**src/rtl/shr_pkg.sv**
```systemverilog
package shr_pkg;
  localparam int DATA_W   = 64;
  localparam int NARROW_W = 16;
  localparam int WIDE_W   = 32;
  localparam int IMM_W    = 5;
  localparam int AMT_W    = $clog2(WIDE_W) + 1;
  localparam int IDX_W    = 7;

  typedef struct packed {
    logic             laneWide;
    logic             arith;
    logic [AMT_W-1:0] shiftAmt;
    logic             writeEn;
    logic             poison;
    logic             fault;
  } shrStrobes_t;
endpackage

```
**src/rtl/shrCtrl.sv**
```systemverilog
module shrCtrl
  import shr_pkg::*;
#(
  parameter int NUM_REGS = 96
) (
  input  logic [DATA_W-1:0] countReg,
  input  logic              countPoison,
  input  logic [IMM_W-1:0]  countImm,
  input  logic              useVariable,
  input  logic              laneWide,
  input  logic              isSigned,
  input  logic              srcPoison,
  input  logic              predicate,
  input  logic [IDX_W-1:0]  destIdx,
  output shrStrobes_t       strobes
);
  localparam logic [IDX_W-1:0]  LAST_IDX   = IDX_W'(NUM_REGS - 1);
  localparam logic [DATA_W-1:0] NARROW_LIM = DATA_W'(NARROW_W);
  localparam logic [DATA_W-1:0] WIDE_LIM   = DATA_W'(WIDE_W);

  logic [DATA_W-1:0] rawCount;
  logic [DATA_W-1:0] laneLimit;
  logic [AMT_W-1:0]  effAmt;
  logic              badTarget;

  // Count source: the register count is taken whole and unsigned.
  assign rawCount  = useVariable ? countReg : DATA_W'(countImm);
  assign laneLimit = laneWide ? WIDE_LIM : NARROW_LIM;

  // Saturate the count at the lane width.
  always_comb begin
    if (rawCount > laneLimit) effAmt = laneLimit[AMT_W-1:0];
    else                      effAmt = rawCount[AMT_W-1:0];
  end

  assign badTarget = (destIdx == '0) || (destIdx > LAST_IDX);

  always_comb begin
    strobes.laneWide = laneWide;
    strobes.arith    = isSigned;
    strobes.shiftAmt = effAmt;
    strobes.poison   = srcPoison | (useVariable & countPoison);
    strobes.fault    = predicate & badTarget;
    strobes.writeEn  = predicate & ~badTarget;
  end
endmodule

```
**src/rtl/shrDatapath.sv**
```systemverilog
module shrDatapath
  import shr_pkg::*;
(
  input  logic [DATA_W-1:0] srcData,
  input  shrStrobes_t       strobes,
  output logic [DATA_W-1:0] result
);
  localparam int N_NARROW = DATA_W / NARROW_W;
  localparam int N_WIDE   = DATA_W / WIDE_W;

  logic [DATA_W-1:0] narrowRes;
  logic [DATA_W-1:0] wideRes;

  for (genvar g = 0; g < N_NARROW; g++) begin : gNarrow
    logic        [NARROW_W-1:0] laneIn;
    logic        [NARROW_W-1:0] logicOut;
    logic signed [NARROW_W-1:0] arithOut;
    assign laneIn   = srcData[g*NARROW_W +: NARROW_W];
    assign logicOut = laneIn >> strobes.shiftAmt;
    assign arithOut = $signed(laneIn) >>> strobes.shiftAmt;
    assign narrowRes[g*NARROW_W +: NARROW_W] =
      strobes.arith ? $unsigned(arithOut) : logicOut;
  end

  for (genvar g = 0; g < N_WIDE; g++) begin : gWide
    logic        [WIDE_W-1:0] laneIn;
    logic        [WIDE_W-1:0] logicOut;
    logic signed [WIDE_W-1:0] arithOut;
    assign laneIn   = srcData[g*WIDE_W +: WIDE_W];
    assign logicOut = laneIn >> strobes.shiftAmt;
    assign arithOut = $signed(laneIn) >>> strobes.shiftAmt;
    assign wideRes[g*WIDE_W +: WIDE_W] =
      strobes.arith ? $unsigned(arithOut) : logicOut;
  end

  assign result = strobes.laneWide ? wideRes : narrowRes;
endmodule

```
**src/rtl/packedShiftRight.sv**
```systemverilog
module packedShiftRight
  import shr_pkg::*;
#(
  parameter int NUM_REGS = 96
) (
  input  logic [DATA_W-1:0] srcData,
  input  logic              srcPoison,
  input  logic [DATA_W-1:0] countReg,
  input  logic              countPoison,
  input  logic [IMM_W-1:0]  countImm,
  input  logic              useVariable,
  input  logic              laneWide,
  input  logic              isSigned,
  input  logic              predicate,
  input  logic [IDX_W-1:0]  destIdx,
  output logic [DATA_W-1:0] result,
  output logic              resultPoison,
  output logic              writeEn,
  output logic              illegalFault
);
  shrStrobes_t strobes;

  shrCtrl #(.NUM_REGS(NUM_REGS)) uCtrl (
    .countReg    (countReg),
    .countPoison (countPoison),
    .countImm    (countImm),
    .useVariable (useVariable),
    .laneWide    (laneWide),
    .isSigned    (isSigned),
    .srcPoison   (srcPoison),
    .predicate   (predicate),
    .destIdx     (destIdx),
    .strobes     (strobes)
  );

  shrDatapath uDp (
    .srcData (srcData),
    .strobes (strobes),
    .result  (result)
  );

  assign resultPoison = strobes.poison;
  assign writeEn      = strobes.writeEn;
  assign illegalFault = strobes.fault;
endmodule

```
**config.mk**
```make
export PLATFORM = sky130hd
export DESIGN_NAME = packedShiftRight
export DESIGN_NICKNAME = d
export VERILOG_FILES = /design/src/rtl/shr_pkg.sv /design/src/rtl/shrCtrl.sv /design/src/rtl/shrDatapath.sv /design/src/rtl/packedShiftRight.sv
export SDC_FILE = /design/constraint.sdc
export NUM_CORES = 1
export LEC_CHECK = 0
export ABC_AREA = 1
export BUFFER_PORTS_ARGS = -buffer_cell sky130_fd_sc_hd__buf_2
export CAP_MARGIN = 0
export CORE_MARGIN = 4
export CORE_UTILIZATION = 49
export DETAILED_ROUTE_END_ITERATION = 8
export GPL_TIMING_DRIVEN = 0
export PLACE_DENSITY_LB_ADDON = 0.3
export SETUP_SLACK_MARGIN = 0.4
export SLEW_MARGIN = 10
export SYNTH_ARGS = -nofsm -noshare
export SYNTH_HDL_FRONTEND = slang
export SYNTH_SLANG_ARGS = --single-unit
```
**constraint.sdc**
```tcl
create_clock -name vclk -period 3.7
set_input_delay 0.37 -clock vclk [all_inputs]
set_output_delay 0.37 -clock vclk [all_outputs]
set_load 0.03 [all_outputs]
```
==> flow_summary_export.csv, run 1 <==
group,metric,value,unit
floorplanning,initial_core_util,0.4989,
synthesis,yosysSeqAreaShare,0,
placed_design,place_ws,-1.325,ns
status,status,"did not finish",
synthesis,syn_inst,2090,
floorplanning,die_w,146.2,um
status,error,"[ERROR GRT-0116] Global routing finished with congestion. Check the congestion regions in the DRC Viewer.",
synthesis,yosysTopAreaCell,"nand2_1",
floorplanning,io_pins,213,
grt,grt-ovfl-total,16,
placed_design,place_hpwl,54060,um
status,haltStage,"global routing (5_1_grt)",
grt,grt_pass1_vias,18470,
clock_network,cts.hold.buffers_added,0,
placed_design,io_buffers,209,
synthesis,netlist.area_leader.share,0.3492,
floorplanning,rows,50,
grt,grt_pass1_wl,115100,um
synthesis,synth_area,9363,sq um
grt,grt_usage,0.7118,
synthesis,ys_warn_count,0,
synthesis,syn_nets,2238,
synthesis,yosysUniqueCellTypes,51,
placed_design,place.gp.congestion,1.355,
grt,grt_max_degree,11,
synthesis,syn_area_per_cell,4.480,sq um
synthesis,synth_area_leaders,"nand2_1 35%, nand3_1 32%, nor2_1 4.7%",
floorplanning,fp.dieH,146.2,um
[through the flow]
| step | setup TNS, ns | instance area (sq um) | instances |
|---|---|---|---|
| 3_3_place_gp | -69.78 | 10820 | 2533 |
| 4_1_cts | 0 | 13310 | 2596 |
| 3_5_place_dp | -69.43 | 10820 | 2533 |
| 2_1_floorplan | 0 | 9484 | 2090 |
[cell families after synthesis]
kind of cell	count (synthesis)	synth area share
fa+ha+maj	2	0.002672
compound gates	151	0.09675
simple gates	1668	0.7763
mux	1	0.001069
buf+inv	268	0.1232
[synth_stat cells (2+ instances only)]
master	count
a21boi_0	4
a21boi_1	3
a21oi_1	37
a22oi_1	2
a31oi_1	2
a32oi_1	2
and2_1	3
buf_1	19
buf_2	61
buf_4	15
buf_6	2
clkbuf_1	41
clkinv_1	4
ha_1	2
inv_1	116
inv_2	10
nand2_1	871
nand2_2	7
nand2_4	2
nand3_1	596
nand3_2	2
nand3b_1	4
nand4_1	39
nor2_1	117
nor2_2	8
nor2_4	4
nor3_1	4
o211ai_1	11
o211ai_2	5
o21ai_0	43
o21ai_1	26
o21ai_2	2
o22ai_1	4
or2_1	5
[repair_timing]
item / in CTS
gates cloned: 4
pin swaps: 87
buffers inserted: 59
resized for setup: 524
endpoints found under the hold margin: 0
endpoints found under the setup margin: 64
[per-layer routing]
metal  overflow  GRT usage
met1          0     0.7264
met2          5     0.8460
met3          0     0.6061
met4         11     0.6693
met5          0     0.1955
==> run 2: changes to the inputs <==
- CORE_UTILIZATION: 49 -> 34
- PLACE_DENSITY_LB_ADDON: 0.3 -> 0.15
- SETUP_SLACK_MARGIN: 0.4 -> not set
==> run 2 against run 1 <==
Effect of this change: the flow now finishes, with violations (DRC, setup timing); synthesized area did not move; synthesized cell count did not move.
==> flow_summary_export.csv, run 2 <==
group,metric,value,unit
route,drc_errors,2,
power_and_ir_drop,seqPwrFrac,0,
synthesis,ys_warn_count,0,
job,drv_cap,0,
power_and_ir_drop,internal_power,1.068,mW
route,met3_length,13050,um
grt,grt_pass1_wl,117100,um
layout,fin_area,13750,sq um
floorplanning,io_pins,213,
worst_setup_path,cp_slowest_cell,"o211ai_1",
floorplanning,rows,60,
worst_setup_path,end_kind,"primary output",
power_and_ir_drop,power_density,265.5,nW/um^2
worst_setup_path,critical_path.max_fanout,10,
power_and_ir_drop,finalPower,3.651,mW
route,top_layer_used,"met5",
route,wl_met1,28450,um
floorplanning,die_area,30260,sq um
min_path,worstHoldPathType,"in2out",
worst_setup_path,crit_buf_inv,8,
sta,max_slew.worst_pin.slew,1.025,ns
route,drt_first_pass_iters,9,
route,wire_per_inst,31.37,um
floorplanning,fp.dieH,173.9,um
synthesis,yosysSeqAreaShare,0,
floorplanning,coreArea,27030,sq um
sta,fmax,0.2669,GHz
layout,ff_latch_area,0,sq um
route,viasPerCell,6.695,
worst_setup_path,required,3.33,ns
layout,seq_cells,0,
placed_design,place_hpwl,65860,um
status,status,"complete, but fails checks",
layout,final_cell_mix,"793 x nand2_1, 496 x nand3_1, 192 x buf_2",
worst_setup_path,path_cells,"buf_6 > nand2_4 > inv_2 > ha_4 > inv_1 > o21bai_2 > o21ai_4 > buf_12 > nand2_8 > nor2_4 > buf_12 > nor2_4 > clkinvlp_4 > nor2_1 > inv_1 > o211ai_1 > nand2_1 > nand2_2 > buf_6",
power_and_ir_drop,clockPowerShare,0,
power_and_ir_drop,p_sw,2.583,mW
route,routed_wirelength,85050,um
worst_setup_path,start_kind,"input port",
grt,grt-ovfl-total,0,
route,drtIter0Drc,3471,
sta,max_slew_margin,0.3166,
synthesis,syn_area_per_cell,4.480,sq um
synthesis,syn_inst,2090,
power_and_ir_drop,power.leakage,7.320,nW
layout,area_delta_synth_final,46.84,%
power_and_ir_drop,combPwrFrac,1.000,
synthesis,synth_area_leaders,"nand2_1 35%, nand3_1 32%, nor2_1 4.7%",
sta,period_minus_slack,3.746,ns
worst_setup_path,critical_path_class,"in2out",
route,final_antenna_net_count,0,
sta,rsz0062_at_grt,"true",
layout,layout_commonest_cell,"nand2_1",
sta,fin_crit_sh,1.013,
route,vias,18150,
status,violations,"DRC, setup timing",
route,routed-wl-met2,33230,um
layout,nets,2518,
worst_setup_path,crit_family,"buffers and inverters",
placed_design,dpl_cell_area,10840,sq um
synthesis,synth_commonest_cells,"871 x nand2_1, 596 x nand3_1, 117 x nor2_1",
grt,grt_pass1_vias,16880,
sta,fin_tns_setup,-0.09976,ns
grt,grt_usage,0.5284,
floorplanning,die_w,173.9,um
sta,finalSetupViolations,5,
placed_design,io_buffers,209,
worst_setup_path,crit_path_max_incr_delay,0.41,ns
grt,antenna_found_initial,3,
grt,grt_max_degree,11,
layout,drive_gt1_frac,0.2901,
layout,clkbuf_count,0,
sta,fin_ws,-0.04628,ns
clock_network,cts.hold.buffers_added,0,
synthesis,syn_nets,2238,
power_and_ir_drop,ir_drop,0.1307,mV
synthesis,yosysTopAreaCell,"nand2_1",
worst_setup_path,cp.arrival,3.38,ns
synthesis,synth_area,9363,sq um
synthesis,synth_most_common_cell,"nand2_1",
placed_design,place.gp.congestion,1.182,
synthesis,yosysUniqueCellTypes,51,
sta,slew_viol_final,0,
power_and_ir_drop,swShare,0.7076,
floorplanning,initial_core_util,0.3464,
synthesis,netlist.area_leader.share,0.3492,
sta,hold_viol,0,
run 2: cell counts after synthesis:
No cell type changed its count.
run 2: repair_timing:
item                                    CTS  global route
buffers inserted                         41            30
pin swaps                                36            50
gates resized for setup                 432           202
endpoints found under the setup margin   64            61
gates cloned                              1             3
run 2: power groups by stage:
stage               clock network, mW  logic (mW)  registers [mW]
CTS                                 0        3.21               0
global route             0.0000000423        3.73               0
floorplan                           0        1.67               0
finish                   0.0000000634        3.65               0
global placement                    0        2.85               0
detailed placement                  0        2.84               0
run 2: metal layers:
| metal | vias up | global-route usage |
|---|---|---|
| met2 | 1862 | 0.7601 |
| li1 | 7518 | - |
| met4 | 2 | 0.4701 |
| met3 | 570 | 0.2007 |
| met1 | 8197 | 0.6059 |
| met5 | - | 0 |
run 2: kinds of logic (layout without fill, tap and decap cells):
| family | Yosys count | after routing | synth area share |
|---|---|---|---|
| AND/OR/NAND/NOR | 1668 | 1669 | 0.7763 |
| other | 0 | 2 | 0 |
| buffers and inverters | 268 | 545 | 0.1232 |
| multiplexers | 1 | 1 | 0.001069 |
| AO/OA/AOI/OAI | 151 | 151 | 0.09675 |
| adder cells (fa/ha/maj) | 2 | 2 | 0.002672 |
run 2: worst paths after layout:
path | cells after the start | startpoint | endpoint | slack, ns
worst min-delay path | 3 | srcPoison | resultPoison | 1.07
worst max-delay path | 19 | useVariable | result[47] | -0.05
run 2: worst min-delay path, cell delays in order:
cell	delay, ns
buf_2	0.07
a21o_1	0.07
buf_2	0.18
run 2: layout make-up:
cell class         instances  area (sq um)
plain buffers            135          1261
diodes                     2         5.005
multi-input cells       1823          9630
fillers                 3043         13280
repair buffers           280          1911
well taps                341         426.7
inverters                130         514.2
run 2: per-stage QoR:
stage	hold slack, ns	cells	util	setup slack (ns)
floorplan	0.9131	2090	-	0.01063
global placement	1.060	2640	0.4012	-2.589
detailed placement	1.068	2640	0.4012	-2.599
CTS	1.068	2680	0.4697	-0.02714
global route	1.106	2710	0.5086	-0.06714
finish	1.066	2711	0.5087	-0.04628
No activity file was read; power rests on OpenSTA's default activity.
==> run 3: changes to the inputs <==
- SYNTH_HIERARCHICAL: not set -> 1
- clock period: 3.7 -> 3.3 ns (I/O delays scaled with it)
==> run 3 against run 2 <==
Effect of this change: the flow finishes with violations (setup timing); first-iteration DRC count increased by 8.5%; clock-buffer cell count unchanged; cell count decreased by 1.2%; synthesized area decreased by 2.7%; utilization increased by 11 points; setup slack got worse by 0.22 ns; flip-flop and latch count unchanged; power increased by 37%; sequential share of layout area unchanged; synthesized cell count decreased by 2.8%; final area increased by 18%; critical endpoint is now result[46]; highest routed layer unchanged.
==> flow_summary_export.csv, run 3 <==
group,metric,value,unit
sta,hold_slack,0.9864,ns
placed_design,place.gp.congestion,1.194,
floorplanning,io_pins,213,
floorplanning,die_w,171.7,um
synthesis,yosysTopAreaCell,"nand2_1",
placed_design,dp.cells,2574,
sta,hold_viol,0,
synthesis,syn_nets,2179,
worst_setup_path,setup.worst_path.start,"useVariable",
layout,seq_cells,0,
synthesis,ys_warn_count,6,
worst_setup_path,crit_path_max_incr_delay,0.47,ns
layout,clkbuf_count,0,
grt,grt_max_degree,11,
route,routed_wirelength,81730,um
synthesis,netlist.area_leader.share,0.3629,
worst_setup_path,required,2.97,ns
placed_design,io_buffers,208,
worst_setup_path,start_kind,"input port",
layout,final_core_util,0.6203,
route,drt_first_pass_iters,9,
power_and_ir_drop,power.leakage,8.085,nW
synthesis,synth_most_common_cell,"nand2_1",
sta,max_slew_margin,0.3849,
route,drtIter0Drc,3766,
grt,antenna_found_initial,5,
floorplanning,fp.dieH,171.7,um
floorplanning,coreArea,26210,sq um
synthesis,yosysUniqueCellTypes,41,
worst_setup_path,critical_path_class,"in2out",
worst_setup_path,critical_path.max_fanout,10,
grt,grt-ovfl-total,0,
power_and_ir_drop,ir_drop,0.1511,mV
synthesis,synth_area_leaders,"nand2_1 36%, nand3_1 30%, nor2_1 5.9%",
route,wire_per_inst,30.51,um
placed_design,place_hpwl,58220,um
layout,diodes,0,
route,vias,18150,
layout,stdcell_count,2679,
layout,layout_commonest_cell,"nand2_1",
power_and_ir_drop,power_density,307.4,nW/um^2
floorplanning,die_area,29480,sq um
worst_setup_path,cp_slowest_cell,"nor2_4",
status,status,"complete, but fails checks",
synthesis,synth_commonest_cells,"881 x nand2_1, 550 x nand3_1, 142 x nor2_1",
route,drc_errors,0,
grt,grt_pass1_wl,109900,um
status,violations,"setup timing",
layout,final_cell_mix,"659 x nand2_1, 297 x nand3_1, 199 x nand3_2",
job,drv_cap,0,
grt,grt_pass1_vias,16650,
min_path,worstHoldPathType,"in2out",
layout,area_delta_synth_final,78.41,%
synthesis,synth_area,9111,sq um
worst_setup_path,cp-endpoint,"result[46]",
synthesis,yosysSeqAreaShare,0,
sta,period_minus_slack,3.569,ns
layout,nets,2494,
layout,drive_gt1_frac,0.4727,
synthesis,syn_area_per_cell,4.486,sq um
sta,fin_tns_setup,-8.509,ns
sta,max_slew.worst_pin.slew,0.9227,ns
sta,fin_ws,-0.2690,ns
grt,grt_usage,0.5117,
sta,slew_viol_final,0,
worst_setup_path,path_cells,"buf_12 > nand2_1 > inv_2 > ha_4 > inv_1 > o21bai_2 > o21ai_4 > nand2_4 > nor2_4 > buf_4 > nor2_4 > buf_4 > nand3_2 > a21oi_2 > nand2_2 > nand3_2 > buf_6",
route,final_antenna_net_count,0,
floorplanning,initial_core_util,0.3477,
sta,fin_crit_sh,1.082,
sta,fmax,0.2802,GHz
route,viasPerCell,6.775,
layout,ff_latch_area,0,sq um
floorplanning,rows,59,
worst_setup_path,cp.arrival,3.24,ns
sta,finalSetupViolations,59,
worst_setup_path,end_kind,"primary output",
synthesis,syn_inst,2031,
sta,rsz0062_at_grt,"true",
run 3: cell types whose count changed after synthesis, sizes merged, moves of 22 or more:
cell,delta
nand4,-31
nand3,-47
nor2,+24
buf,+22
clkbuf,-25
run 3: metrics by stage:
stage          setup slack (ns)  cell area [sq um]  power (mW)
6_report                -0.2690              16260       4.998
5_1_grt                 -0.3019              16260       5.069
4_1_cts                -0.07820              13790       4.053
3_5_place_dp             -1.167              10580       3.212
3_3_place_gp             -1.128              10580       3.219
2_1_floorplan           0.09922               9116       1.938
run 3: final cells by class:
type	instances	area, sq um
Tap cell	335	419.2
Multi-Input combinational cell	1788	11280
Timing Repair Buffer	314	2432
Buffer	134	1650
Inverter	108	474.2
Fill cell	2568	9951
run 3: per-layer routing:
| metal | routed length [um] | global-route usage |
|---|---|---|
| met3 | 14570 | 0.2128 |
| met4 | 9430 | 0.4044 |
| met1 | 26380 | 0.5999 |
| met2 | 31310 | 0.7294 |
| met5 | 34 | 0 |
run 3: worst min path at each step:
| stage | endpoint | startpoint | cells past startpoint | slack [ns] |
|---|---|---|---|---|
| floorplan | resultPoison | srcPoison | 1 | 0.82 |
| global placement | resultPoison | srcPoison | 3 | 0.98 |
| detailed placement | resultPoison | srcPoison | 3 | 0.99 |
| CTS | resultPoison | srcPoison | 3 | 0.99 |
| global route | resultPoison | srcPoison | 3 | 1.02 |
| finish | resultPoison | srcPoison | 3 | 0.99 |
run 3: critical path, delay by kind of cell:
kind	cells	cell delay, ns
buffers and inverters	6	0.96
AND/OR/NAND/NOR	7	1.13
AO/OA/AOI/OAI	3	0.50
adder cells (fa/ha/maj)	1	0.27
run 3: power breakdown:
group	leakage (nW)	internal [mW]	total [mW]	switching, mW
Clock	0	0	0	0
Combinational	8.08	1.65	5.00	3.34
Sequential	0	0	0	0
run 3: logic make-up after synthesis:
kind of cell / count (synthesis) / share of synthesized area
simple gates: 1620 / 0.7587
compound gates: 166 / 0.1019
fa+ha+maj: 2 / 0.002746
buf+inv: 243 / 0.1366
run 3: timing repair:
action,4_1_cts,5_1_grt
setup endpoints to repair,64,63
hold buffers,0,0
cloned,7,4
gates resized for setup,735,527
pin swaps,103,132
buffers inserted,59,38
